**src/rtl/io_reloc_snoop.sv**
```systemverilog
module io_reloc_snoop #(
  parameter logic [31:0] PORT_ADDR = 32'h0000_0378,
  parameter int          WIN_LOG2  = 5,
  parameter int          SEQ_LEN   = 12
) (
  input  logic        clk,
  input  logic        rst_n,
  input  logic [31:0] bus_addr,
  input  logic [3:0]  bus_be,
  input  logic [31:0] bus_wdata,
  input  logic        io_wr,
  input  logic        io_dp,
  input  logic        mode_req,
  input  logic        addr_full,
  input  logic        dir_we,
  input  logic        dir_sel,
  input  logic [15:0] dir_data,
  output logic        reloc_mode,
  output logic [31:0] io_base,
  output logic [15:0] cfg_a,
  output logic [15:0] cfg_b,
  output logic        win_hit
);

  localparam int STEP_W = $clog2(SEQ_LEN);
  localparam logic [STEP_W-1:0] LAST = STEP_W'(SEQ_LEN - 1);

  logic [STEP_W-1:0] step;
  logic [7:0]        byte_in;
  logic [7:0]        sig_byte;
  logic              port_hit;
  logic              qual;
  logic              in_sig;
  logic [31:0]       offset;
  logic              unused_ok;

  assign unused_ok = ^{bus_be[3:1], bus_wdata[31:8]};
  assign byte_in   = bus_wdata[7:0];
  assign port_hit  = addr_full ? (bus_addr == PORT_ADDR)
                               : (bus_addr[23:0] == PORT_ADDR[23:0]);
  assign qual      = io_dp && io_wr && bus_be[0] && port_hit;
  assign in_sig    = step < STEP_W'(4);

  always_comb begin
    case (step[1:0])
      2'd0:    sig_byte = 8'h41;
      2'd1:    sig_byte = 8'h4D;
      2'd2:    sig_byte = 8'h44;
      default: sig_byte = 8'h01;
    endcase
  end

  assign offset  = bus_addr - io_base;
  assign win_hit = io_dp && !reloc_mode && (offset[31:WIN_LOG2] == '0);

  always_ff @(posedge clk or negedge rst_n) begin
    if (!rst_n) begin
      reloc_mode <= 1'b0;
      step       <= '0;
      io_base    <= '0;
      cfg_a      <= '0;
      cfg_b      <= '0;
    end else if (mode_req) begin
      reloc_mode <= 1'b1;
      step       <= '0;
    end else if (reloc_mode) begin
      if (io_dp) begin
        if (!qual) begin
          step <= '0;
        end else if (in_sig) begin
          if (byte_in == sig_byte)   step <= step + 1'b1;
          else if (byte_in == 8'h41) step <= STEP_W'(1);
          else                       step <= '0;
        end else begin
          case (step)
            STEP_W'(4):  io_base[7:0]   <= byte_in;
            STEP_W'(5):  io_base[15:8]  <= byte_in;
            STEP_W'(6):  io_base[23:16] <= byte_in;
            STEP_W'(7):  io_base[31:24] <= byte_in;
            STEP_W'(8):  cfg_a[7:0]     <= byte_in;
            STEP_W'(9):  cfg_a[15:8]    <= byte_in;
            STEP_W'(10): cfg_b[7:0]     <= byte_in;
            default:     cfg_b[15:8]    <= byte_in;
          endcase
          if (step == LAST) begin
            step       <= '0;
            reloc_mode <= 1'b0;
          end else begin
            step <= step + 1'b1;
          end
        end
      end
    end else if (dir_we) begin
      if (dir_sel) io_base[31:16] <= dir_data;
      else         io_base[15:0]  <= dir_data;
    end
  end

  AST_ENTER_MODE: assert property (@(posedge clk) disable iff (!rst_n)
    mode_req |=> reloc_mode && step == '0);

  AST_SIG_ADVANCE: assert property (@(posedge clk) disable iff (!rst_n)
    (reloc_mode && !mode_req && qual && in_sig && byte_in == sig_byte)
      |=> step == $past(step) + 1'b1);

  AST_BREAK_RESTART: assert property (@(posedge clk) disable iff (!rst_n)
    (reloc_mode && !mode_req && io_dp && !qual) |=> step == '0);

  AST_RESYNC_41: assert property (@(posedge clk) disable iff (!rst_n)
    (reloc_mode && !mode_req && qual && in_sig && byte_in != sig_byte && byte_in == 8'h41)
      |=> step == STEP_W'(1));

  AST_CAPTURE_BASE0: assert property (@(posedge clk) disable iff (!rst_n)
    (reloc_mode && !mode_req && qual && step == STEP_W'(4))
      |=> io_base[7:0] == $past(bus_wdata[7:0]));

  AST_EXIT_LAST: assert property (@(posedge clk) disable iff (!rst_n)
    (reloc_mode && !mode_req && qual && step == LAST) |=> !reloc_mode);

  AST_DIRECT_LOCKED: assert property (@(posedge clk) disable iff (!rst_n)
    (reloc_mode && !io_dp && dir_we) |=> $stable(io_base));

  AST_ONE_STEP: assert property (@(posedge clk) disable iff (!rst_n)
    !io_dp |=> $stable(step) || step == '0);

  AST_STEP_RANGE: assert property (@(posedge clk) disable iff (!rst_n)
    step <= LAST);

endmodule

```
**config.mk**
```make
export PLATFORM = sky130hd
export DESIGN_NAME = io_reloc_snoop
export DESIGN_NICKNAME = d
export VERILOG_FILES = /design/src/rtl/io_reloc_snoop.sv
export SDC_FILE = /design/constraint.sdc
export NUM_CORES = 1
export LEC_CHECK = 0
export BUFFER_PORTS_ARGS = -buffer_cell sky130_fd_sc_hd__buf_2
export CAP_MARGIN = 30
export CORE_MARGIN = 1.5
export CORE_UTILIZATION = 53
export CTS_CLUSTER_DIAMETER = 120
export CTS_CLUSTER_SIZE = 20
export DETAILED_ROUTE_END_ITERATION = 6
export HOLD_SLACK_MARGIN = 0.1
export PLACE_DENSITY = 0.82
export SYNTH_ARGS = -nofsm -noshare
export SYNTH_HDL_FRONTEND = slang
export SYNTH_SLANG_ARGS = --single-unit
```
**constraint.sdc**
```tcl
create_clock -name clk -period 7.6 [get_ports clk]
set_input_delay 0 -clock clk [delete_from_list [all_inputs] [get_ports clk]]
set_output_delay 0 -clock clk [all_outputs]
set_load 0.02 [all_outputs]
```
==> impl_metrics.py, run 1 <==
metrics = {
    "run_status": {
        "status": "complete, no violations",
    },
    "synth": {
        "synth_top_family_by_area": "compound AO/OA/AOI/OAI gates",
        "yosysTopAreaCell": "dfrtp_1",
        "yosysUniqueCellTypes": 67,
        "ys_ff_latch": 69,
        "synth_edf_count": 0,
        "synthSimpleGateAreaFrac": 0.143,
        "ys_seq_area_frac": 0.343,
        "muxShareOfSynthArea": 0.149,
        "syn_area_um2": 5040,
        "synth-compound-area-share": 0.200,
        "async_reset_ff_frac": 1.00,
        "synthXorXnorAreaFrac": 0.0243,
        "synth_top_area_frac": 0.343,
        "syn_area_per_cell_um2": 9.32,
        "synth_fp_nets": 668,
        "synth.area.top_cells": "dfrtp_1, mux2_2, ha_1",
        "ys_warn_count": 0,
        "synthFlopType": "dfrtp_1",
        "synth_fa_ha_area_frac": 0.0869,
        "synth.most_common_cell": "dfrtp_1",
        "synth_cells": 541,
        "yosys-top-cells-count": "dfrtp_1, mux2_2, inv_1",
    },
    "global_route": {
        "grt_pass1_vias": 4794,
        "antenna_found_initial": 0,
        "grt_pass1_wl_mm": 23.6,
        "grt-ovfl-total": 0,
        "grt_max_degree": 70,
        "grtUsageTotal": 0.302,
    },
    "power": {
        "peakVddDrop_mv": 0.155,
        "p_sw_frac": 0.282,
        "p_clk_frac": 0.341,
        "seqPwrFrac": 0.450,
        "intPower_uw": 596,
        "power_density_nw_per_um2": 136,
        "p_leak_uw": 0.00306,
        "power.share.combinational": 0.210,
        "p_switching_uw": 234,
    },
    "setup_path": {
        "cpPeakStageDelay_ns": 0.53,
        "start_kind": "flop",
        "cp-end-kind": "output port",
        "path_cells": "inv_1 -> ha_1 -> nand4_1 -> or2_2 -> a21oi_1 -> a311oi_1 -> o31ai_1 -> xnor2_1 -> o21ai_1 -> or4b_1 -> a2111oi_2 -> buf_2",
        "cp_max_fo": 11,
        "arrival_ns": 4.02,
        "cp.required_ns": 7.60,
        "slowest_stage": "o31ai_1",
        "criticalPathCategory": "flop to output port",
    },
    "sta": {
        "period_needed_ns": 4.02,
        "whs_ns": 0.122,
        "min_period_over_period": 0.529,
        "maxSlewHeadroom": 0.443,
        "finalSetupTns_ns": 0,
        "hold_violations": 0,
        "max_freq_ghz": 0.249,
        "worst_pin_slew_ns": 0.835,
        "fin_skew_ns": 0.00386,
        "setup_viol": 0,
        "rsz0062_at_grt": "no",
        "slew_violations": 0,
    },
    "floorplanning": {
        "start_util": 0.546,
        "io-pin-count": 158,
        "rows": 35,
        "core_area_um2": 9240,
        "dieWidth_um": 101,
        "dieArea_um2": 10100,
        "fp.dieH_um": 101,
    },
    "cells_and_area": {
        "fillers": 759,
        "final_nets": 810,
        "finish.utilization": 0.661,
        "fin_area_um2": 6110,
        "diodes": 0,
        "area_growth_pct": 21.2,
        "drive_gt1_frac": 0.334,
    },
    "flow_run": {
        "max_cap_violations": 0,
    },
    "routing": {
        "ant_nets": 0,
        "drt-initial-drc-count": 175,
        "wl_mm": 14.8,
        "first_pass_iters": 5,
        "viasPerCell": 5.82,
        "avgRoutedWirePerCell_um": 18.1,
        "post-route-drc-count": 0,
        "num_vias": 4746,
    },
    "clock_tree": {
        "clkSinkCount": 69,
        "cts-root-buf": "clkbuf_8",
        "post_cts_resized": 0,
        "numCtsBuffers": 9,
        "htreeDepth": 3,
        "clk-insertion-delay-late_ns": 0.34,
        "clkTransAtPathRegs_ns": 0.07,
        "clockBufferDepth": 2,
        "cts_tree": "built",
    },
    "min_path": {
        "hold_path.class": "input port to flop",
    },
    "placement": {
        "portBuffers": 130,
        "place_area_um2": 5810,
        "gp_congestion": 0.933,
        "dp_hpwl_mm": 11.7,
    },
}
## sequential cells by signal (all words and copies together), names as in the netlist
signal / flops
reloc_mode: 1
cfg_a: 16
io_base: 32
cfg_b: 16
step: 4
## through the flow
stage	worst slack [ns]	total power [uW]	cells
after detailed placement	4.02	546	789
after global placement	4.02	543	789
after floorplan	4.29	484	541
final	3.58	830	815
after CTS	3.62	833	815
after global routing	3.38	866	815
## power groups by stage
stage | Sequential (uW) | Combinational [uW] | Clock (uW)
6_report | 373 | 174 | 283
5_1_grt | 373 | 192 | 301
4_1_cts | 373 | 172 | 288
3_5_place_dp | 380 | 166 | 0
3_3_place_gp | 380 | 164 | 0
2_1_floorplan | 382 | 101 | 0
## metal layers
metal,share of wire,vias up,wire length [um],track usage
met2,0.50,194,7330,0.530
met1,0.40,2257,5910,0.368
li1,-,2268,-,-
met4,0.026,0,390,0.109
met5,0,-,0,0
met3,0.076,27,1120,0.0624
## repair_timing
| item | CTS | global route |
|---|---|---|
| buffers inserted | 0 | 0 |
| endpoints found under the hold margin | 105 | 0 |
| hold buffers | 12 | 0 |
## layout by cell type (no fill, tap or decap), types with 4 or more instances in the layout
master and count:
o21a_1 6, dlygate4sd3_1 12, nand2_1 49, nor3_1 11
xor2_1 4, buf_2 130, clkbuf_8 10, xnor2_1 10
nor2_1 20, nand2b_1 4, a211oi_1 4, nor4_1 9
inv_1 60, a21o_1 12, or2_2 4, o31a_1 4
nand4_1 11, and2_1 4, mux2_2 64, o21ai_0 33
o31ai_1 5, ha_1 35, a31oi_1 5, nand3_1 13
o22ai_1 5, a21oi_1 28, dfrtp_1 69
## worst max-delay path, delay by kind of cell (launching register included)
family | cells | cell delay (ns)
AOI/OAI and AO/OA | 5 | 1.23
xor gates and xnor gates | 1 | 0.17
adders and majority gates | 1 | 0.51
buffers and inverters | 2 | 0.28
DFF | 1 | 0.41
and+or+nand+nor | 3 | 1.08
## layout make-up
class | count | area (um^2) | share of cell area
Clock inverter | 2 | 35.0 | 0.00573
Clock buffer | 12 | 145 | 0.0238
Tap cell | 129 | 161 | 0.0264
Timing Repair Buffer | 143 | 778 | 0.127
Multi-Input combinational cell | 400 | 3040 | 0.497
Sequential cell | 69 | 1730 | 0.283
Inverter | 60 | 225 | 0.0369
## logic make-up after synthesis
logic type / Yosys count
muxes: 67
adders and majority gates: 35
xor gates and xnor gates: 14
DFF: 69
AOI/OAI and AO/OA: 142
buffers and inverters: 72
and+or+nand+nor: 142
## worst paths after layout
kind	from	end	slack (ns)	cells past startpoint
setup / recovery	io_base[10]$_DFFE_PN0P_	win_hit	3.58	12
max in group asynchronous	rst_n	cfg_a[8]$_DFFE_PN0P_	6.67	3
hold reg to reg	cfg_a[8]$_DFFE_PN0P_	cfg_a[8]$_DFFE_PN0P_	0.51	1
hold / removal	dir_data[1]	io_base[1]$_DFFE_PN0P_	0.12	4
setup reg to reg	reloc_mode$_DFF_PN0_	io_base[17]$_DFFE_PN0P_	4.94	5
min in group asynchronous	rst_n	cfg_b[2]$_DFFE_PN0P_	0.38	3
(Power assumes the default switching activity.)
==> run 2, diff against run 1 <==
--- a/config.mk
+++ b/config.mk
@@ -5,15 +5,16 @@
 export SDC_FILE = /design/constraint.sdc
 export NUM_CORES = 1
 export LEC_CHECK = 0
+export ABC_AREA = 1
 export BUFFER_PORTS_ARGS = -buffer_cell sky130_fd_sc_hd__buf_2
 export CAP_MARGIN = 30
 export CORE_MARGIN = 1.5
-export CORE_UTILIZATION = 53
+export CORE_UTILIZATION = 49
 export CTS_CLUSTER_DIAMETER = 120
 export CTS_CLUSTER_SIZE = 20
 export DETAILED_ROUTE_END_ITERATION = 6
 export HOLD_SLACK_MARGIN = 0.1
-export PLACE_DENSITY = 0.82
+export PLACE_DENSITY = 0.78
 export SYNTH_ARGS = -nofsm -noshare
 export SYNTH_HDL_FRONTEND = slang
 export SYNTH_SLANG_ARGS = --single-unit
==> constraint.sdc (replaced) <==
create_clock -name clk -period 3.3 [get_ports clk]
set_input_delay 0 -clock clk [delete_from_list [all_inputs] [get_ports clk]]
set_output_delay 0 -clock clk [all_outputs]
set_load 0.02 [all_outputs]
==> run 2 against run 1 <==
  * The run now ends with DRC left
  * Utilization shrank 4.0 points
  * Total power grew to 2.7 times the previous value
  * Synthesized cell count grew 72%
==> impl_metrics.py, run 2 <==
metrics = {
    "run_status": {
        "status": "finished, violations left",
        "violations": "DRC",
    },
    "placement": {
        "gp_congestion": 0.928,
        "dp_hpwl_mm": 14.1,
        "post-place-cells": 1193,
        "portBuffers": 130,
        "place_area_um2": 6640,
    },
    "cells_and_area": {
        "area_growth_pct": 22.6,
        "finish.utilization": 0.622,
        "final_common_cell": "nand2_1",
        "final_nets": 1215,
        "fin_area_um2": 7190,
        "final_cells": 1235,
        "largest_reg_flops": 32,
        "diodes": 0,
        "final_cell_mix": "nand2_1, inv_1, buf_2",
        "top_register": "io_base",
        "drive_gt1_frac": 0.172,
        "top_regs": "io_base: 32 flops, cfg_a: 16 flops, cfg_b: 16 flops",
    },
    "clock_tree": {
        "clockBufferDepth": 2,
        "numCtsBuffers": 9,
        "clk-insertion-delay-late_ns": 0.33,
        "cts_tree": "built",
        "post_cts_buffers": 0,
        "htreeDepth": 3,
        "cts-root-buf": "clkbuf_16",
        "post_cts_resized": 0,
        "clkTransAtPathRegs_ns": 0.05,
        "clkSinkCount": 69,
    },
    "flow_run": {
        "max_cap_violations": 0,
    },
    "setup_path": {
        "cp.required_ns": 3.30,
        "cp-end-kind": "output port",
        "r2r_start": "step[1]$_DFFE_PN0P_",
        "rrSetupSlack_ns": 1.05,
        "start_kind": "flop",
        "arrival_ns": 2.71,
        "reg2reg_depth": 7,
        "cp_max_fo": 5,
        "worstReg2RegEnd": "cfg_b[15]$_DFFE_PN0P_",
        "criticalPathCategory": "flop to output port",
    },
    "power": {
        "power_density_nw_per_um2": 310,
        "peakVddDrop_mv": 0.332,
        "p_leak_uw": 0.00403,
    },
    "sta": {
        "min_period_over_period": 0.820,
        "max_freq_ghz": 0.370,
        "maxSlewHeadroom": 0.476,
        "worst_pin_slew_ns": 0.786,
        "fin_skew_ns": 0.00443,
        "rsz0062_at_grt": "no",
        "hold_violations": 0,
        "slew_violations": 0,
        "period_needed_ns": 2.71,
        "setup_viol": 0,
        "finalSetupTns_ns": 0,
    },
    "routing": {
        "avgRoutedWirePerCell_um": 14.2,
        "viasPerCell": 5.03,
        "wl_mm": 17.5,
        "post-route-drc-count": 2,
        "num_vias": 6211,
        "first_pass_iters": 7,
        "drt-initial-drc-count": 384,
        "ant_nets": 0,
    },
    "synth": {
        "synth.area.top_cells": "dfrtp_1, nand2_1, inv_1",
        "syn_area_um2": 5860,
        "yosysUniqueCellTypes": 42,
        "synth.most_common_cell": "nand2_1",
        "synth_cells": 930,
        "synth_fa_ha_area_frac": 0.0747,
        "muxShareOfSynthArea": 0,
        "synth_top_area_frac": 0.295,
        "ys_warn_count": 0,
        "syn_area_per_cell_um2": 6.30,
        "yosys-top-cells-count": "nand2_1, inv_1, nor2_1",
        "synthSimpleGateAreaFrac": 0.339,
        "yosysTopAreaCell": "dfrtp_1",
        "ys_seq_area_frac": 0.295,
        "synthXorXnorAreaFrac": 0.00299,
        "synth_fp_nets": 1057,
        "synth_top_family_by_area": "simple AND/OR/NAND/NOR gates",
        "synth-compound-area-share": 0.151,
        "synth_edf_count": 0,
        "synthFlopType": "dfrtp_1",
        "async_reset_ff_frac": 1.00,
        "ys_ff_latch": 69,
    },
    "floorplanning": {
        "io-pin-count": 158,
        "core_area_um2": 11600,
        "dieArea_um2": 12600,
        "rows": 39,
        "dieWidth_um": 112,
        "start_util": 0.507,
        "fp.dieH_um": 112,
    },
    "min_path": {
        "holdPathStages": 5,
        "hp-start": "addr_full",
        "holdPathEnd": "reloc_mode$_DFF_PN0_",
        "hold_path.class": "input port to flop",
    },
    "global_route": {
        "grt_pass1_wl_mm": 28.8,
        "use_met3": 0.0545,
        "use_met2": 0.502,
        "grtUsageTotal": 0.286,
        "grt_pass1_vias": 6006,
        "met1_usage": 0.351,
        "grt_max_degree": 38,
        "grt-ovfl-total": 0,
        "antenna_found_initial": 0,
        "grt_busiest_layer": "met2",
    },
}
-- run 2: critical path: stages, from the launching register on --
cell     delay, ns
dfrtp_1       0.41
inv_1         0.10
ha_1          0.35
nand2_1       0.09
inv_1         0.08
nand2_1       0.08
nor3_1        0.21
nand2_1       0.11
nand3_1       0.09
nand2_1       0.05
nor2_1        0.18
nand2_1       0.07
nor2_1        0.08
nand2_1       0.08
nor2_1        0.10
nand2_1       0.06
nor2_1        0.07
buf_2         0.16
-- run 2: cells by family (layout without fill, tap and decap cells) --
| kind of cell | Yosys count | in the layout |
|---|---|---|
| buffers and inverters | 208 | 370 |
| xor gates and xnor gates | 2 | 2 |
| adders and majority gates | 35 | 35 |
| and+or+nand+nor | 466 | 466 |
| DFF | 69 | 69 |
| AOI/OAI and AO/OA | 150 | 150 |
-- run 2: cell type report --
cell class / instances / area (um^2)
multi-input combinational: 653 / 3330
timing repair buffer: 160 / 943
fill: 1090 / 4380
sequential: 69 / 1730
clock buffer: 14 / 274
inverter: 195 / 732
tap: 143 / 179
clock inverter: 1 / 5.00
-- run 2: how the worst max path moves through the flow --
stage,from,endpoint,slack (ns),depth (start not counted)
after floorplan,io_base[5]$_DFFE_PN0P_,win_hit,1.18,17
after global placement,io_base[9]$_DFFE_PN0P_,win_hit,0.97,17
after detailed placement,io_base[9]$_DFFE_PN0P_,win_hit,0.95,17
after CTS,io_base[9]$_DFFE_PN0P_,win_hit,0.59,17
after global routing,io_base[10]$_DFFE_PN0P_,win_hit,0.21,17
final,io_base[9]$_DFFE_PN0P_,win_hit,0.59,17
-- run 2: routing by layer --
layer	share of wire	vias up
li1	-	3220
met1	0.43	2770
met2	0.48	186
met3	0.062	35
met4	0.032	0
met5	0	-
-- run 2: what timing repair did --
action / 4_1_cts / 5_1_grt
hold buffers: 27 / 0
setup endpoints to repair: 0 / 0
endpoints found under the hold margin: 103 / 0
-- run 2: per-stage QoR --
stage,hold slack [ns],setup slack (ns),total power (uW)
after floorplan,-0.296,1.18,1160
after global placement,0.121,0.969,1310
after detailed placement,0.119,0.949,1320
after CTS,0.236,0.592,2230
after global routing,0.279,0.208,2340
final,0.263,0.595,2230
-- run 2: where the power goes --
group          internal [uW]  switching, uW
clock                    565            332
sequential               854           7.07
combinational            176            296
total                   1590            635
